--- src/rtl/sd_init_pkg.sv ---
package sd_init_pkg;
  typedef enum logic [2:0] {
    S_IDLE, S_WAKE, S_PAD, S_CMD, S_POLL, S_OCR, S_DONE, S_ERR
  } seq_state_e;

  typedef enum logic [2:0] {
    C_RST, C_IFC, C_OCR, C_APP, C_INIT, C_MMC
  } cmd_e;

  localparam logic [1:0] T_NONE = 2'd0;
  localparam logic [1:0] T_MMC  = 2'd1;
  localparam logic [1:0] T_V1   = 2'd2;
  localparam logic [1:0] T_V2   = 2'd3;

  localparam logic [7:0] IDLE_BYTE = 8'hFF;
  localparam int unsigned FRAME_BYTES = 6;
endpackage

--- src/rtl/sd_cmd_frame.sv ---
module sd_cmd_frame
  import sd_init_pkg::*;
(
  input  cmd_e       cmd_i,
  input  logic       hc_i,
  input  logic [2:0] idx_i,
  output logic [7:0] byte_o
);
  logic [47:0] frame;
  logic [47:0] shifted;

  always_comb begin
    unique case (cmd_i)
      C_RST:   frame = 48'h40_00000000_95;
      C_IFC:   frame = 48'h48_000001AA_87;
      C_OCR:   frame = 48'h7A_00000000_FD;
      C_APP:   frame = 48'h77_00000000_65;
      C_INIT:  frame = hc_i ? 48'h69_40100000_CD : 48'h69_00100000_5F;
      C_MMC:   frame = 48'h41_00000000_F9;
      default: frame = 48'hFF_FFFFFFFF_FF;
    endcase
  end

  assign shifted = frame << {idx_i, 3'b000};
  assign byte_o  = shifted[47:40];
endmodule

--- src/rtl/sd_retry_cnt.sv ---
module sd_retry_cnt #(
  parameter int unsigned MAX = 1000
) (
  input  logic clk_i,
  input  logic rst_ni,
  input  logic clr_i,
  input  logic inc_i,
  output logic last_o
);
  localparam int unsigned W = (MAX < 2) ? 1 : $clog2(MAX + 1);

  logic [W-1:0] cnt_q;

  always_ff @(posedge clk_i or negedge rst_ni) begin
    if (!rst_ni)     cnt_q <= '0;
    else if (clr_i)  cnt_q <= '0;
    else if (inc_i)  cnt_q <= cnt_q + 1'b1;
  end

  assign last_o = (cnt_q == W'(MAX - 1));

  // count never passes the limit, the owner stops incrementing at last
  a_r8_cnt_bound: assert property (@(posedge clk_i) disable iff (!rst_ni)
    cnt_q < W'(MAX));
  a_r8_no_inc_at_last: assert property (@(posedge clk_i) disable iff (!rst_ni)
    last_o && !clr_i |-> !inc_i);
endmodule

--- src/rtl/sd_spi_init_seq.sv ---
module sd_spi_init_seq
  import sd_init_pkg::*;
#(
  parameter int unsigned WAKE_BYTES = 10,
  parameter int unsigned POLL_MAX   = 8,
  parameter int unsigned PAD_MAX    = 64,
  parameter int unsigned RETRY_MAX  = 1000
) (
  input  logic        clk_i,
  input  logic        rst_ni,
  input  logic        start_i,
  output logic        cs_no,
  output logic        xfer_start_o,
  output logic [7:0]  xfer_tx_o,
  input  logic [7:0]  xfer_rx_i,
  input  logic        xfer_done_i,
  output logic        ready_o,
  output logic [1:0]  card_type_o,
  output logic [31:0] ocr_o,
  output logic        error_o,
  output logic [7:0]  err_r1_o
);
  localparam int unsigned M0 = (WAKE_BYTES > PAD_MAX) ? WAKE_BYTES : PAD_MAX;
  localparam int unsigned M1 = (M0 > POLL_MAX) ? M0 : POLL_MAX;
  localparam int unsigned CNT_MAX = (M1 > FRAME_BYTES) ? M1 : FRAME_BYTES;
  localparam int unsigned CW = $clog2(CNT_MAX + 1);

  seq_state_e  state_q, state_d;
  cmd_e        cmd_q, cmd_d;
  logic [CW-1:0] cnt_q, cnt_d;
  logic        busy_q, busy_d;
  logic        cs_q, cs_d;
  logic        v1_q, v1_d;
  logic [31:0] ocr_q, ocr_d;
  logic [1:0]  type_q, type_d;
  logic [7:0]  errb_q, errb_d;
  logic        r_clr, r_inc, r_last;
  logic [7:0]  frame_byte;
  logic        sending;

  sd_cmd_frame u_frame (
    .cmd_i  (cmd_q),
    .hc_i   (!v1_q),
    .idx_i  (cnt_q[2:0]),
    .byte_o (frame_byte)
  );

  sd_retry_cnt #(.MAX(RETRY_MAX)) u_retry (
    .clk_i  (clk_i),
    .rst_ni (rst_ni),
    .clr_i  (r_clr),
    .inc_i  (r_inc),
    .last_o (r_last)
  );

  assign sending = (state_q == S_WAKE) || (state_q == S_PAD) || (state_q == S_CMD) ||
                   (state_q == S_POLL) || (state_q == S_OCR);
  assign xfer_start_o = sending && !busy_q;
  assign xfer_tx_o    = (state_q == S_CMD) ? frame_byte : IDLE_BYTE;
  assign cs_no        = cs_q;
  assign ready_o      = (state_q == S_DONE);
  assign error_o      = (state_q == S_ERR);
  assign card_type_o  = type_q;
  assign ocr_o        = ocr_q;
  assign err_r1_o     = errb_q;

  always_comb begin
    state_d = state_q;
    cmd_d   = cmd_q;
    cnt_d   = cnt_q;
    busy_d  = busy_q;
    cs_d    = cs_q;
    v1_d    = v1_q;
    ocr_d   = ocr_q;
    type_d  = type_q;
    errb_d  = errb_q;
    r_clr   = 1'b0;
    r_inc   = 1'b0;

    if (xfer_start_o) busy_d = 1'b1;

    if (state_q == S_IDLE || state_q == S_DONE || state_q == S_ERR) begin
      if (start_i) begin
        state_d = S_WAKE;
        cmd_d   = C_RST;
        cnt_d   = '0;
        cs_d    = 1'b1;
        v1_d    = 1'b0;
        type_d  = T_NONE;
        errb_d  = 8'h00;
        r_clr   = 1'b1;
      end
    end else if (busy_q && xfer_done_i) begin
      busy_d = 1'b0;
      unique case (state_q)
        S_WAKE: begin
          if (cnt_q == CW'(WAKE_BYTES - 1)) begin
            state_d = S_PAD;
            cnt_d   = '0;
            cs_d    = 1'b0;
          end else cnt_d = cnt_q + 1'b1;
        end
        S_PAD: begin
          if (xfer_rx_i == IDLE_BYTE) begin
            state_d = S_CMD;
            cnt_d   = '0;
          end else if (cnt_q == CW'(PAD_MAX - 1)) begin
            state_d = S_ERR;
            errb_d  = xfer_rx_i;
          end else cnt_d = cnt_q + 1'b1;
        end
        S_CMD: begin
          if (cnt_q == CW'(FRAME_BYTES - 1)) begin
            state_d = S_POLL;
            cnt_d   = '0;
          end else cnt_d = cnt_q + 1'b1;
        end
        S_OCR: begin
          ocr_d = {ocr_q[23:0], xfer_rx_i};
          if (cnt_q == CW'(3)) begin
            state_d = S_PAD;
            cmd_d   = C_APP;
            cnt_d   = '0;
          end else cnt_d = cnt_q + 1'b1;
        end
        S_POLL: begin
          if (xfer_rx_i[7]) begin
            if (cnt_q == CW'(POLL_MAX - 1)) begin
              state_d = S_ERR;
              errb_d  = xfer_rx_i;
            end else cnt_d = cnt_q + 1'b1;
          end else begin
            // decode; default is an error reporting this R1
            state_d = S_ERR;
            errb_d  = xfer_rx_i;
            cnt_d   = '0;
            unique case (cmd_q)
              C_RST: if (xfer_rx_i == 8'h01) begin
                state_d = S_PAD; cmd_d = C_IFC;
              end
              C_IFC: if ((xfer_rx_i & 8'hFA) == 8'h00) begin
                state_d = S_PAD; cmd_d = C_OCR; v1_d = xfer_rx_i[2];
              end
              C_OCR: if ((xfer_rx_i & 8'hFE) == 8'h00) begin
                state_d = S_OCR;
              end
              C_APP: if ((xfer_rx_i & 8'hFE) == 8'h00) begin
                state_d = S_PAD; cmd_d = C_INIT;
              end
              C_INIT, C_MMC: begin
                if (xfer_rx_i == 8'h00) begin
                  state_d = S_DONE;
                  type_d  = (cmd_q == C_MMC) ? T_MMC : (v1_q ? T_V1 : T_V2);
                end else if (xfer_rx_i == 8'h01) begin
                  if (!r_last) begin
                    state_d = S_PAD;
                    cmd_d   = (cmd_q == C_MMC) ? C_MMC : C_APP;
                    r_inc   = 1'b1;
                  end
                end else if (cmd_q == C_INIT && xfer_rx_i[2]) begin
                  state_d = S_PAD;
                  cmd_d   = C_MMC;
                  r_clr   = 1'b1;
                end
              end
              default: ;
            endcase
          end
        end
        default: ;
      endcase
      if (state_d == S_ERR) cs_d = 1'b1;
    end
  end

  always_ff @(posedge clk_i or negedge rst_ni) begin
    if (!rst_ni) begin
      state_q <= S_IDLE;
      cmd_q   <= C_RST;
      cnt_q   <= '0;
      busy_q  <= 1'b0;
      cs_q    <= 1'b1;
      v1_q    <= 1'b0;
      ocr_q   <= '0;
      type_q  <= T_NONE;
      errb_q  <= 8'h00;
    end else begin
      state_q <= state_d;
      cmd_q   <= cmd_d;
      cnt_q   <= cnt_d;
      busy_q  <= busy_d;
      cs_q    <= cs_d;
      v1_q    <= v1_d;
      ocr_q   <= ocr_d;
      type_q  <= type_d;
      errb_q  <= errb_d;
    end
  end

  a_r4_single_outstanding: assert property (@(posedge clk_i) disable iff (!rst_ni)
    xfer_start_o |=> !xfer_start_o);
  a_r1_idle_while_deselected: assert property (@(posedge clk_i) disable iff (!rst_ni)
    xfer_start_o && cs_no |-> xfer_tx_o == IDLE_BYTE);
  a_r2_frame_head: assert property (@(posedge clk_i) disable iff (!rst_ni)
    xfer_start_o && state_q == S_CMD && cnt_q == '0 |-> xfer_tx_o[7:6] == 2'b01);
  a_r2_frame_tail: assert property (@(posedge clk_i) disable iff (!rst_ni)
    xfer_start_o && state_q == S_CMD && cnt_q == CW'(FRAME_BYTES - 1) |-> xfer_tx_o[0]);
  a_r10_ready_error_excl: assert property (@(posedge clk_i) disable iff (!rst_ni)
    !(ready_o && error_o));
  a_r10_ready_typed: assert property (@(posedge clk_i) disable iff (!rst_ni)
    ready_o |-> card_type_o != T_NONE);
  a_r10_ready_holds: assert property (@(posedge clk_i) disable iff (!rst_ni)
    ready_o && !start_i |=> ready_o);
  a_r11_err_deselect: assert property (@(posedge clk_i) disable iff (!rst_ni)
    error_o |-> cs_no);
endmodule

--- config.mk ---
export PLATFORM = sky130hd
export DESIGN_NAME = sd_spi_init_seq
export DESIGN_NICKNAME = d
export VERILOG_FILES = /design/src/rtl/sd_init_pkg.sv /design/src/rtl/sd_cmd_frame.sv /design/src/rtl/sd_retry_cnt.sv /design/src/rtl/sd_spi_init_seq.sv
export SDC_FILE = /design/constraint.sdc
export NUM_CORES = 1
export LEC_CHECK = 0
export BUFFER_PORTS_ARGS = -buffer_cell sky130_fd_sc_hd__buf_4
export CORE_MARGIN = 1.5
export CORE_UTILIZATION = 45
export DETAILED_ROUTE_END_ITERATION = 16
export PLACE_DENSITY = 0.74
export SKIP_CTS_REPAIR_TIMING = 1
export SYNTH_ARGS = -nofsm -noshare
export SYNTH_HDL_FRONTEND = slang
export SYNTH_HIERARCHICAL = 1
export SYNTH_SLANG_ARGS = --single-unit
--- constraint.sdc ---
create_clock -name clk_i -period 3.3 [get_ports clk_i]
set_clock_uncertainty 0.2 [all_clocks]
set_input_delay 0.495 -clock clk_i [delete_from_list [all_inputs] [get_ports clk_i]]
set_output_delay 0.495 -clock clk_i [all_outputs]
set_load 0.005 [all_outputs]
==> key figures <==
Status
  – Status: finished clean

Logic synthesis
  – Synth warnings: 6
  – Syn Area/Cell: approximately 9.5 µm²
  – Post-synthesis mux area share: 11.8%
  – Count leader, synth: dfrtp_1
  – Ys flop type: dfrtp_1
  – Cell variety after synth: 75
  – Simple-gate share of the synthesized area: a little over 20%
  – Largest family of logic cells by synthesized area: simple AND/OR/NAND/NOR gates
  – Syn nets: about 430
  – Dominant cells by area after synthesis: dfrtp_1, mux2_2, nand2_1
  – Post-Synth XOR/XNOR Area: less than 1%
  – Post-synth EDFFs: 0
  – Number of synthesized register bits: 68
  – Adder-Cell Fraction of Synth Area: approximately 1.2%
  – Post-synth top cells: dfrtp_1, nand2_1, mux2_2
  – Area fraction in compound gates after synthesis: around 18%
  – Syn Inst Count: about 420
  – Sequential fraction of the synthesis area: about 43%
  – Post-synth top area share: a little over two fifths
  – Mapped cell area: ~4000 µm²
  – Async SR Flop Fraction: 100%
  – Yosys top cell by area: dfrtp_1

Global routing
  – Gr ovfl total: 0
  – Met2 usage: about a third
  – First-pass GRT wire length: 15400 µm
  – GR Util met3: between 4 and 5%
  – GRT Util Overall: roughly 20%
  – Pin count of the biggest net entering global routing: 69
  – Gr busiest metal: met2
  – GR Util met1: 27.1%
  – Initial antenna violation count: 0
  – Vias in the first global route: around 3100

Power and ir drop
  – Pwr per Cell Area: 835 nW/µm²
  – Pleak: 2.18 nW
  – Peak supply drop: ~0.00044 V

Worst setup path
  – Worst setup SP type: register
  – CP endpoint kind: output pin
  – Req. time, crit path: about 2.6 ns
  – Crit path DAT: around 2.2 ns
  – Max FO, Critical Path: 21
  – CP Class: register to output pin

Final layout
  – Final Util: 55.0%
  – Fin nets: 494
  – Post-route cell area: approximately 4800 µm²
  – Layout area overhead: 19.1%
  – Layout cells sized above 1: 30.4%
  – Fillers: 775
  – Antenna diodes: 0

STA
  – Setup violations, final: 0
  – Max-slew headroom: a little over two fifths
  – RSZ-0062 raised after global routing: false
  – Fin Setup TNS: 0 ns
  – Worst-margin pin slew: around 0.84 ns
  – Period utilization: 88.1%
  – Tmin final: slightly below 3 ns
  – Fmax: 0.344 GHz
  – Final Max Slew Viols: 0
  – Final hold vios: 0

Clock tree
  – H-Tree Depth: 3
  – Clock Tree Buf Depth: 2
  – Clock-pin slew on the worst setup and hold paths: roughly 0.080 ns
  – CTS root buffer: clkbuf_8
  – Worst-Skew Late Latency: ~0.36 ns
  – CTS tree: done
  – CTS buffer count: 9
  – # clock sinks: 68

Floorplan
  – Total die area: roughly 9400 µm²
  – IO Count: 66
  – Num rows: 34
  – Die width: ~97 µm
  – Initial core utilization: 46.2%
  – Core Box Area: 8640 µm²
  – Chip Height: between 90 and 100 µm

Detailed routing
  – Post-route ant nets: 0
  – Vias: approximately 3400
  – Drt drc: 0
  – 1st-iter DRT viols: 234
  – Vias/cell: between 5 and 6
  – Wire length per cell: 15.5 µm
  – DR pass1 iterations: 5
  – Post-Route WL: approximately 9200 µm

Placement
  – Placer congestion estimate: about 0.96
  – DP Wirelength: roughly 6400 µm
  – IO buf count: 65
  – Post-DP Area: 4550 µm²

Min path
  – Worst hold-check path type: input port to asynchronous set/reset pin

Run
  – MaxCap Viol Count: 0
-- per-stage QoR --
step	total power, mW	worst slack [ns]	hold WS (ns)	cells
after global placement	3.21	0.320	0.283	576
after CTS	3.99	0.385	0.0646	592
after detailed placement	3.28	0.258	0.284	576
after floorplan	2.58	0.449	-0.000591	418
after global routing	4.26	0.108	0.109	592
final	3.97	0.393	0.0383	592
-- cell type report --
type                    count  area, µm²  area share [%]
clock inverters             6       71.3            1.50
flip-flops and latches     68       1700            35.8
well taps                 108        135            2.84
repair buffers             76        571            12.0
multi-input cells         304       2070            43.6
inverters                  20       75.1            1.58
clock buffers              10        128            2.68
-- state kept, by name, indices dropped and copies added (netlist names) --
register,cells
ocr_o,32
u_retry/cnt_q,10
err_r1_o,8
cnt_q,7
cmd_q,3
state_q,3
card_type_o,2
busy_q,1
cs_no,1
v1_q,1
-- worst paths after layout --
kind	from	endpoint	slack [ns]	depth (start not counted)
setup / recovery	cmd_q[0]$_DFFE_PN0P_	xfer_tx_o[7]	0.39	5
hold / removal	rst_ni	ocr_o[30]$_DFFE_PN0P_	0.04	1
setup reg to reg	state_q[2]$_DFFE_PN0P_	u_retry/cnt_q[6]$_DFFE_PN0P_	0.40	8
hold reg to reg	card_type_o[1]$_DFFE_PN0P_	card_type_o[1]$_DFFE_PN0P_	0.29	2
max in group asynchronous	rst_ni	ocr_o[20]$_DFFE_PN0P_	2.32	1
min in group clk_i	xfer_rx_i[3]	ocr_o[3]$_DFFE_PN0P_	0.20	2
-- metal layers --
layer	vias up	routed length [µm]
met4	0	156
met3	16	379
met1	1613	4220
met5	-	0
li1	1647	-
met2	94	4430
-- critical path, cell delays in order, from the launching register on --
cell,delay [ns]
dfrtp_1,0.61
or4b_1,0.59
a21oi_1,0.16
o31ai_1,0.09
or2_2,0.29
buf_4,0.14
-- report_power, final --
group | switching (mW) | internal [mW] | leakage (nW) | total (mW)
combinational | 0.888 | 0.943 | 1.22 | 1.83
sequential | 0.307 | 1.13 | 0.862 | 1.43
clock | 0.348 | 0.355 | 0.0935 | 0.704
total | 1.54 | 2.43 | 2.18 | 3.97
-- cell families after synthesis --
kind of cell	count (synthesis)
AND/OR/NAND/NOR	151
AO/OA/AOI/OAI	103
flip-flops	68
buffers and inverters	46
multiplexers	42
XOR/XNOR	4
adder cells (fa/ha/maj)	4
-- cell usage in the layout, fill, tap and decap left out, types with 4 or more instances in the layout --
master    count
or2_2         9
or3_1         5
nor3_1        7
clkbuf_8      9
nand2_1      36
dfrtp_1      67
o31ai_1       8
mux2_2       33
nor3b_1       5
nor2_1       29
a211oi_1      4
o21ai_0      26
inv_1        19
mux2i_1       7
a21oi_1      25
nand4_1       5
and3_1        6
buf_4        76
or4_1         4
nand2b_1      8
nand3_1      13
Note: power is estimated with default switching activity, not from simulation.
